### src/rtl/sio_cfg_pkg.sv
package sio_cfg_pkg;

  localparam logic [7:0] ENTER_KEY  = 8'h87;
  localparam logic [7:0] EXIT_KEY   = 8'hAA;
  localparam logic [7:0] REG_LDN    = 8'h07;
  localparam logic [7:0] REG_ID_HI  = 8'h20;
  localparam logic [7:0] REG_ID_LO  = 8'h21;
  localparam logic [7:0] OPT_FIRST  = 8'h22;
  localparam logic [7:0] OPT_LAST   = 8'h2F;
  localparam logic [7:0] BANK_BASE  = 8'h30;
  localparam logic [7:0] IDLE_BYTE  = 8'hFF;

  typedef enum logic [1:0] {
    KEY_LOCKED = 2'd0,
    KEY_HALF   = 2'd1,
    KEY_OPEN   = 2'd2
  } keyState_t;

  typedef struct packed {
    logic       open;
    logic       idxRd;
    logic       dataRd;
    logic       dataWr;
    logic [7:0] idx;
  } cfgStrobe_t;

endpackage

### src/rtl/sio_cfg_ctrl.sv
module sio_cfg_ctrl
  import sio_cfg_pkg::*;
(
  input  logic       clk,
  input  logic       rstN,
  input  logic       addrSel,
  input  logic       wrStb,
  input  logic       rdStb,
  input  logic [7:0] wrData,
  output cfgStrobe_t stb
);

  keyState_t  keyState, keyNext;
  logic [7:0] idxQ, idxNext;
  logic       idxWr;
  logic       dataWrRaw;
  logic       enterSeen;

  assign idxWr     = wrStb && !addrSel;
  assign dataWrRaw = wrStb && addrSel;
  assign enterSeen = idxWr && (wrData == ENTER_KEY);

  always_comb begin
    keyNext = keyState;
    idxNext = idxQ;
    unique case (keyState)
      KEY_LOCKED: begin
        if (enterSeen) keyNext = KEY_HALF;
      end
      KEY_HALF: begin
        if (enterSeen)  keyNext = KEY_OPEN;
        else if (wrStb) keyNext = KEY_LOCKED;
      end
      KEY_OPEN: begin
        if (idxWr) begin
          if (wrData == EXIT_KEY) keyNext = KEY_LOCKED;
          else                    idxNext = wrData;
        end
      end
      default: keyNext = KEY_LOCKED;
    endcase
  end

  always_ff @(posedge clk or negedge rstN) begin
    if (!rstN) begin
      keyState <= KEY_LOCKED;
      idxQ     <= 8'h00;
    end else begin
      keyState <= keyNext;
      idxQ     <= idxNext;
    end
  end

  always_comb begin
    stb.open   = (keyState == KEY_OPEN);
    stb.idxRd  = rdStb && !addrSel;
    stb.dataRd = rdStb && addrSel;
    stb.dataWr = dataWrRaw && (keyState == KEY_OPEN);
    stb.idx    = idxQ;
  end

  // opening always follows an entry key written in the previous cycle
  a_r2_open_after_key: assert property (@(posedge clk) disable iff (!rstN)
    $rose(stb.open) |-> $past(enterSeen));

  // any other write while half-way leaves the space locked
  a_r2_break_relocks: assert property (@(posedge clk) disable iff (!rstN)
    (keyState == KEY_HALF && wrStb && !enterSeen) |=> !stb.open);

  // exit key closes the space
  a_r4_exit_locks: assert property (@(posedge clk) disable iff (!rstN)
    (stb.open && idxWr && wrData == EXIT_KEY) |=> !stb.open);

  // index only moves on an index write while unlocked
  a_r5_idx_hold: assert property (@(posedge clk) disable iff (!rstN)
    !(stb.open && idxWr) |=> $stable(idxQ));

endmodule

### src/rtl/sio_cfg_bank.sv
module sio_cfg_bank #(
  parameter int BANK_REGS = 16,
  localparam int OFF_W = (BANK_REGS > 1) ? $clog2(BANK_REGS) : 1
) (
  input  logic             clk,
  input  logic             rstN,
  input  logic             wrEn,
  input  logic [OFF_W-1:0] off,
  input  logic [7:0]       wrData,
  output logic [7:0]       rdVal
);

  logic [7:0] regs [BANK_REGS];

  always_ff @(posedge clk or negedge rstN) begin
    if (!rstN) begin
      for (int i = 0; i < BANK_REGS; i++) regs[i] <= 8'h00;
    end else if (wrEn) begin
      regs[off] <= wrData;
    end
  end

  assign rdVal = regs[off];

endmodule

### src/rtl/sio_cfg_regs.sv
module sio_cfg_regs
  import sio_cfg_pkg::*;
#(
  parameter int         NUM_DEVS    = 10,
  parameter int         BANK_REGS   = 16,
  parameter logic [11:0] CHIP_FAMILY = 12'hA23,
  parameter logic [3:0]  CHIP_REV    = 4'h1
) (
  input  logic       clk,
  input  logic       rstN,
  input  cfgStrobe_t stb,
  input  logic [7:0] wrData,
  output logic [7:0] rdData
);

  localparam int          OFF_W      = (BANK_REGS > 1) ? $clog2(BANK_REGS) : 1;
  localparam int          OPT_N      = int'(OPT_LAST) - int'(OPT_FIRST) + 1;
  localparam int          OPT_W      = $clog2(OPT_N);
  localparam logic [8:0]  NUM_DEVS_W = 9'(NUM_DEVS);
  localparam logic [8:0]  BANK_LIM_W = 9'(BANK_REGS);
  localparam logic [7:0]  ID_HI      = CHIP_FAMILY[11:4];
  localparam logic [7:0]  ID_LO      = {CHIP_FAMILY[3:0], CHIP_REV};

  logic [7:0] ldnQ;
  logic [7:0] optRegs [OPT_N];
  logic [7:0] bankRd  [NUM_DEVS];
  logic [7:0] bankOff;
  logic [7:0] optOff;
  logic       bankArea;
  logic       inWindow;
  logic       devPresent;
  logic       optArea;
  logic [7:0] selBank;
  logic [7:0] readVal;

  assign bankArea   = (stb.idx >= BANK_BASE);
  assign bankOff    = stb.idx - BANK_BASE;
  assign inWindow   = ({1'b0, bankOff} < BANK_LIM_W);
  assign devPresent = ({1'b0, ldnQ} < NUM_DEVS_W);
  assign optArea    = (stb.idx >= OPT_FIRST) && (stb.idx <= OPT_LAST);
  assign optOff     = stb.idx - OPT_FIRST;

  for (genvar d = 0; d < NUM_DEVS; d++) begin : g_bank
    logic bankWr;
    assign bankWr = stb.dataWr && bankArea && inWindow && (ldnQ == 8'(d));
    sio_cfg_bank #(.BANK_REGS(BANK_REGS)) u_bank (
      .clk    (clk),
      .rstN   (rstN),
      .wrEn   (bankWr),
      .off    (bankOff[OFF_W-1:0]),
      .wrData (wrData),
      .rdVal  (bankRd[d])
    );
  end

  always_comb begin
    selBank = 8'h00;
    for (int d = 0; d < NUM_DEVS; d++) begin
      if (ldnQ == 8'(d)) selBank = bankRd[d];
    end
  end

  always_comb begin
    if (bankArea) begin
      if (!devPresent)    readVal = IDLE_BYTE;
      else if (!inWindow) readVal = 8'h00;
      else                readVal = selBank;
    end else if (optArea) begin
      readVal = optRegs[optOff[OPT_W-1:0]];
    end else begin
      unique case (stb.idx)
        REG_LDN:   readVal = ldnQ;
        REG_ID_HI: readVal = ID_HI;
        REG_ID_LO: readVal = ID_LO;
        default:   readVal = 8'h00;
      endcase
    end
  end

  always_ff @(posedge clk or negedge rstN) begin
    if (!rstN) begin
      ldnQ <= 8'h00;
      for (int i = 0; i < OPT_N; i++) optRegs[i] <= 8'h00;
    end else if (stb.dataWr) begin
      if (stb.idx == REG_LDN) ldnQ <= wrData;
      if (optArea) optRegs[optOff[OPT_W-1:0]] <= wrData;
    end
  end

  always_ff @(posedge clk or negedge rstN) begin
    if (!rstN) begin
      rdData <= IDLE_BYTE;
    end else if (stb.idxRd) begin
      rdData <= stb.open ? stb.idx : IDLE_BYTE;
    end else if (stb.dataRd) begin
      rdData <= stb.open ? readVal : IDLE_BYTE;
    end
  end

  // reads while locked return the idle byte
  a_r3_locked_read: assert property (@(posedge clk) disable iff (!rstN)
    ((stb.dataRd || stb.idxRd) && !stb.open) |=> (rdData == IDLE_BYTE));

  // device number only changes on a data write to its offset
  a_r6_ldn_hold: assert property (@(posedge clk) disable iff (!rstN)
    !(stb.dataWr && stb.idx == REG_LDN) |=> $stable(ldnQ));

  // identity high byte reads the family value
  a_r9_id_high: assert property (@(posedge clk) disable iff (!rstN)
    (stb.dataRd && stb.open && stb.idx == REG_ID_HI) |=> (rdData == ID_HI));

  // banked offsets of an absent device read the idle byte
  a_r10_absent_bank: assert property (@(posedge clk) disable iff (!rstN)
    (stb.dataRd && stb.open && bankArea && !devPresent) |=> (rdData == IDLE_BYTE));

  // read data holds without a read strobe
  a_r11_rd_hold: assert property (@(posedge clk) disable iff (!rstN)
    !(stb.dataRd || stb.idxRd) |=> $stable(rdData));

endmodule

### src/rtl/sio_cfg_port.sv
module sio_cfg_port
  import sio_cfg_pkg::*;
#(
  parameter int          NUM_DEVS    = 10,
  parameter int          BANK_REGS   = 16,
  parameter logic [11:0] CHIP_FAMILY = 12'hA23,
  parameter logic [3:0]  CHIP_REV    = 4'h1
) (
  input  logic       clk,
  input  logic       rstN,
  input  logic       addrSel,
  input  logic       wrStb,
  input  logic       rdStb,
  input  logic [7:0] wrData,
  output logic [7:0] rdData
);

  cfgStrobe_t stb;

  sio_cfg_ctrl u_ctrl (
    .clk     (clk),
    .rstN    (rstN),
    .addrSel (addrSel),
    .wrStb   (wrStb),
    .rdStb   (rdStb),
    .wrData  (wrData),
    .stb     (stb)
  );

  sio_cfg_regs #(
    .NUM_DEVS    (NUM_DEVS),
    .BANK_REGS   (BANK_REGS),
    .CHIP_FAMILY (CHIP_FAMILY),
    .CHIP_REV    (CHIP_REV)
  ) u_regs (
    .clk    (clk),
    .rstN   (rstN),
    .stb    (stb),
    .wrData (wrData),
    .rdData (rdData)
  );

endmodule

### config.mk
export PLATFORM = sky130hd
export DESIGN_NAME = sio_cfg_port
export DESIGN_NICKNAME = d
export VERILOG_FILES = /design/src/rtl/sio_cfg_pkg.sv /design/src/rtl/sio_cfg_ctrl.sv /design/src/rtl/sio_cfg_bank.sv /design/src/rtl/sio_cfg_regs.sv /design/src/rtl/sio_cfg_port.sv
export SDC_FILE = /design/constraint.sdc
export NUM_CORES = 2
export LEC_CHECK = 0
export BUFFER_PORTS_ARGS = -buffer_cell sky130_fd_sc_hd__buf_2
export CORE_MARGIN = 1
export CORE_UTILIZATION = 58
export DETAILED_ROUTE_END_ITERATION = 12
export GPL_TIMING_DRIVEN = 0
export PLACE_DENSITY_LB_ADDON = 0.2
export SYNTH_ARGS = -nofsm -noshare
export SYNTH_HDL_FRONTEND = slang
export SYNTH_SLANG_ARGS = --single-unit
### constraint.sdc
create_clock -name clk -period 4.6 [get_ports clk]
set_input_delay 0.92 -clock clk [delete_from_list [all_inputs] [get_ports clk]]
set_output_delay 0.92 -clock clk [all_outputs]
set_load 0.01 [all_outputs]
==> key figures <==
Outcome
  • Status: finished, violations left
  • Failing checks: capacitance limit, slew limit, setup timing

Place
  • IO Port Bufs: 19
  • Gpl congestion: 1.049
  • Placed insts: between 5k and 6k
  • Post-detail-place hpwl: 168.1 mm
  • Pre-CTS setup slack: -0.6210 ns

Logic synthesis
  • Post-Syn Area: just under 0.07 sq mm
  • Post-synthesis register bit count: ~1.4k
  • Post-synthesis sequential area ratio: 0.5267
  • Area leader, netlist: dfrtp_1
  • Synth top area share: 0.5236
  • Post-synthesis xor/xnor area fraction: 0.0002599
  • Largest family of logic cells by synthesized area: multiplexers
  • Asr flop ratio synth: 1.000
  • Synth Area in Adders: 0.0003713
  • Cell count after synthesis: 4306
  • Top post-synthesis cells by area: dfrtp_1, mux2_2, mux4_2
  • Primary FF master, synth: dfrtp_1
  • Post-synthesis mux area share: 0.3680
  • Syn Nets: approximately 4.3k
  • Synthesis Warnings: 0
  • Post-synth EDFFs: 0
  • Simple-Gate Fraction of Synth Area: 0.04463
  • Post-synthesis compound-gate area fraction: 0.02484
  • Netlist cell types: 93
  • Syn avg cell area: 15.65 sq um

Routing
  • Post-route DRC: 0
  • Total Routed Length: roughly 260 mm
  • Antenna Nets Post-Route: 0
  • Vias: about 44k
  • First drt pass iteration count: 6
  • Routed len/inst: roughly 42 um
  • Initial drt markers: about 5.9k
  • Vias per inst: just over 7

Power
  • VDD IR max: 398.4 uV
  • Pwr dens: 394.7 mW/mm^2
  • Pleak: 36.20 nW

STA
  • Fmax: a little over 200 MHz
  • Minimum clock period: between 4 and 5 ns
  • Final Worst Setup Slack: -0.3156 ns
  • Final Max Slew Viols: 101
  • Finish-stage setup viols: between 50 and 60
  • Post-route clock period utilization: 1.069
  • Final hold vios: 0
  • Rel. slew slack: -0.1387
  • RSZ-0062 raised after global routing: no
  • Worst Tran Pin Value: roughly 1.7 ns
  • Final Skew: 0.02446 ns

Clock tree
  • Clock Latency Late Sink: ~0.78 ns
  • CTS tree: done
  • H-tree depth: 4
  • Number of buffers created by CTS: 152
  • Clock Root Buffer: clkbuf_16
  • Clock-pin slew on the worst setup and hold paths: about 0.060 ns
  • Maximum clock path buffer count: 3
  • Setup bufs post-CTS: 0
  • Clock sinks: between 1k and 1.5k

Setup path
  • CP Capture Type: flip-flop
  • Startpoint Class: flip-flop
  • Critical path required time: approximately 5.3 ns
  • Crit Path Class: reg2reg
  • CP Data Arrival Time: between 5 and 6 ns
  • Worst-path fanout max: 9

GRT
  • Number of global-route vias before repair: between 40k and 50k
  • Initial antenna violation count: 22
  • First-pass GRT wire length: 353.1 mm
  • Tot GR Track Use: 0.4430
  • Largest net degree at the start of global routing: roughly 170
  • Global route total overflow: 0

Floorplanning
  • Die Span Y: between 300 and 400 um
  • Row cnt: 124
  • Core area: about 0.11 sq mm
  • I/O pin count: 21
  • Starting Density: 0.5870
  • Die Wd: 342.9 um
  • Die ar.: roughly 0.12 sq mm

Job
  • Max_cap viols: 9

Layout
  • Number of nets in the layout: 4506
  • Synth-to-Final Area Change: 11.06%
  • Share of cells above drive strength 1: 0.4983
  • Final non-filler cell total: 6128
  • Post-route core utilization: 0.6519

Min path
  • Hold crit path type: reg2reg
-- what timing repair did --
item / CTS / global route
hold buffers: 1 / 0
endpoints found under the hold margin: 20 / 0
setup endpoints to repair: 104 / 79
gates resized for setup: 8 / 22
-- flip-flops by register name, indices dropped and copies added, names as in the netlist --
register	flops
u_regs.ldnQ	8
u_regs.rdData	8
u_ctrl.idxQ	8
u_ctrl.keyState	2
u_regs.g_bank.u_bank.regs	1280
u_regs.optRegs	112
-- report_power, final --
group	internal [W]	switching [W]	total, W
sequential	0.0127	0.000140	0.0128
clock	0.00725	0.00528	0.0125
combinational	0.00104	0.00317	0.00421
-- cell usage after synthesis, types with 12 or more instances --
master,instances
nor2_2,40
nor2_4,19
nand2_2,64
nand2_1,126
a21oi_1,28
buf_6,23
buf_4,25
mux2_4,128
a221oi_1,13
clkbuf_1,105
a31oi_1,25
dlygate4sd3_1,48
a211oi_1,12
nor3_1,32
mux2_1,40
mux2_2,1243
o22ai_1,19
mux4_1,16
mux2i_1,87
dlygate4sd1_1,19
nand2_8,21
nor2_1,68
buf_2,58
mux4_2,316
o21ai_0,40
nand3_1,31
buf_1,13
a22oi_1,53
dfrtp_1,1410
-- layout make-up --
| type | instances | area [sq um] |
|---|---|---|
| Sequential cell | 1418 | 35490 |
| Fill cell | 8318 | 39970 |
| Tap cell | 1512 | 1892 |
| Clock inverter | 49 | 563.0 |
| Inverter | 4 | 20.02 |
| Buffer | 317 | 2396 |
| Timing Repair Buffer | 31 | 400.4 |
| Clock buffer | 220 | 4463 |
| Multi-Input combinational cell | 2567 | 29590 |
| Antenna cell | 10 | 25.02 |
-- worst paths after layout --
path                                                    endpoint  depth (start not counted)          startpoint  slack [ns]
worst min register to register                u_ctrl.keyState[0]                          1  u_ctrl.keyState[1]        0.48
worst max register to register                  u_regs.rdData[4]                          8      u_regs.ldnQ[0]       -0.32
min in group asynchronous       u_regs.g_bank[8].u_bank.regs[59]                          2                rstN        0.58
worst min-delay path                          u_ctrl.keyState[0]                          1  u_ctrl.keyState[1]        0.48
max in group asynchronous       u_regs.g_bank[2].u_bank.regs[73]                          6                rstN        1.23
worst max-delay path                            u_regs.rdData[4]                          8      u_regs.ldnQ[0]       -0.32
-- routing by layer --
layer  vias up  GRT usage  wire [um]  share of wire
met1     23600     0.5823      96760           0.38
met5         -    0.01563        168        0.00066
met2      2934     0.6110     107000           0.42
li1      16510          -          -              -
met4         8     0.2780      18880          0.074
met3       778     0.1786      33020           0.13
-- layout by cell type, fill, tap and decap left out, drive strengths merged, types with 10 or more instances in the layout --
cell type | Yosys | routed
nand2b | 11 | 11
a22oi | 53 | 53
diode | 0 | 10
o22ai | 19 | 19
a221oi | 13 | 13
mux2 | 1411 | 1411
nor3 | 35 | 35
dlygate4sd1 | 19 | 19
dlygate4sd3 | 48 | 49
a31oi | 25 | 25
dfrtp | 1410 | 1410
a21oi | 28 | 28
nand2 | 211 | 211
nor2b | 11 | 11
mux4 | 333 | 333
nor2 | 129 | 129
clkinv | 2 | 29
a211oi | 12 | 12
buf | 129 | 155
nand3 | 31 | 31
clkbuf | 108 | 331
mux2i | 87 | 87
and3 | 10 | 10
o21ai | 41 | 41
-- stage by stage --
| stage | hold slack [ns] | setup TNS (ns) | area, sq um | total power (W) |
|---|---|---|---|---|
| after global placement | 0.4483 | - | 69380 | 0.01694 |
| final | 0.4773 | -5.757 | 74840 | 0.02954 |
| after CTS | 0.4698 | -3.575 | 74760 | 0.02925 |
| after detailed placement | 0.4595 | -35.44 | 69710 | 0.01697 |
| after global routing | 0.4882 | 0 | 74820 | 0.02999 |
| after floorplan | 0.4287 | 0 | 67390 | 0.01478 |
-- critical path, cell delays in order, from the launching register on --
cell and delay [ns]:
dfrtp_1 0.36, clkbuf_1 0.17, nor2_1 1.19, nand3_1 1.15, o311ai_0 0.45, nor3_1 0.18
nor4_2 0.79, nor4_1 0.26, o41ai_2 0.26
-- logic make-up after synthesis --
family          count (synthesis)
mux                          1831
flops                        1418
simple gates                  489
buf+inv                       321
compound gates                243
xor+xnor                        2
fa+ha+maj                       2
Power figures use the tool's default switching activity.
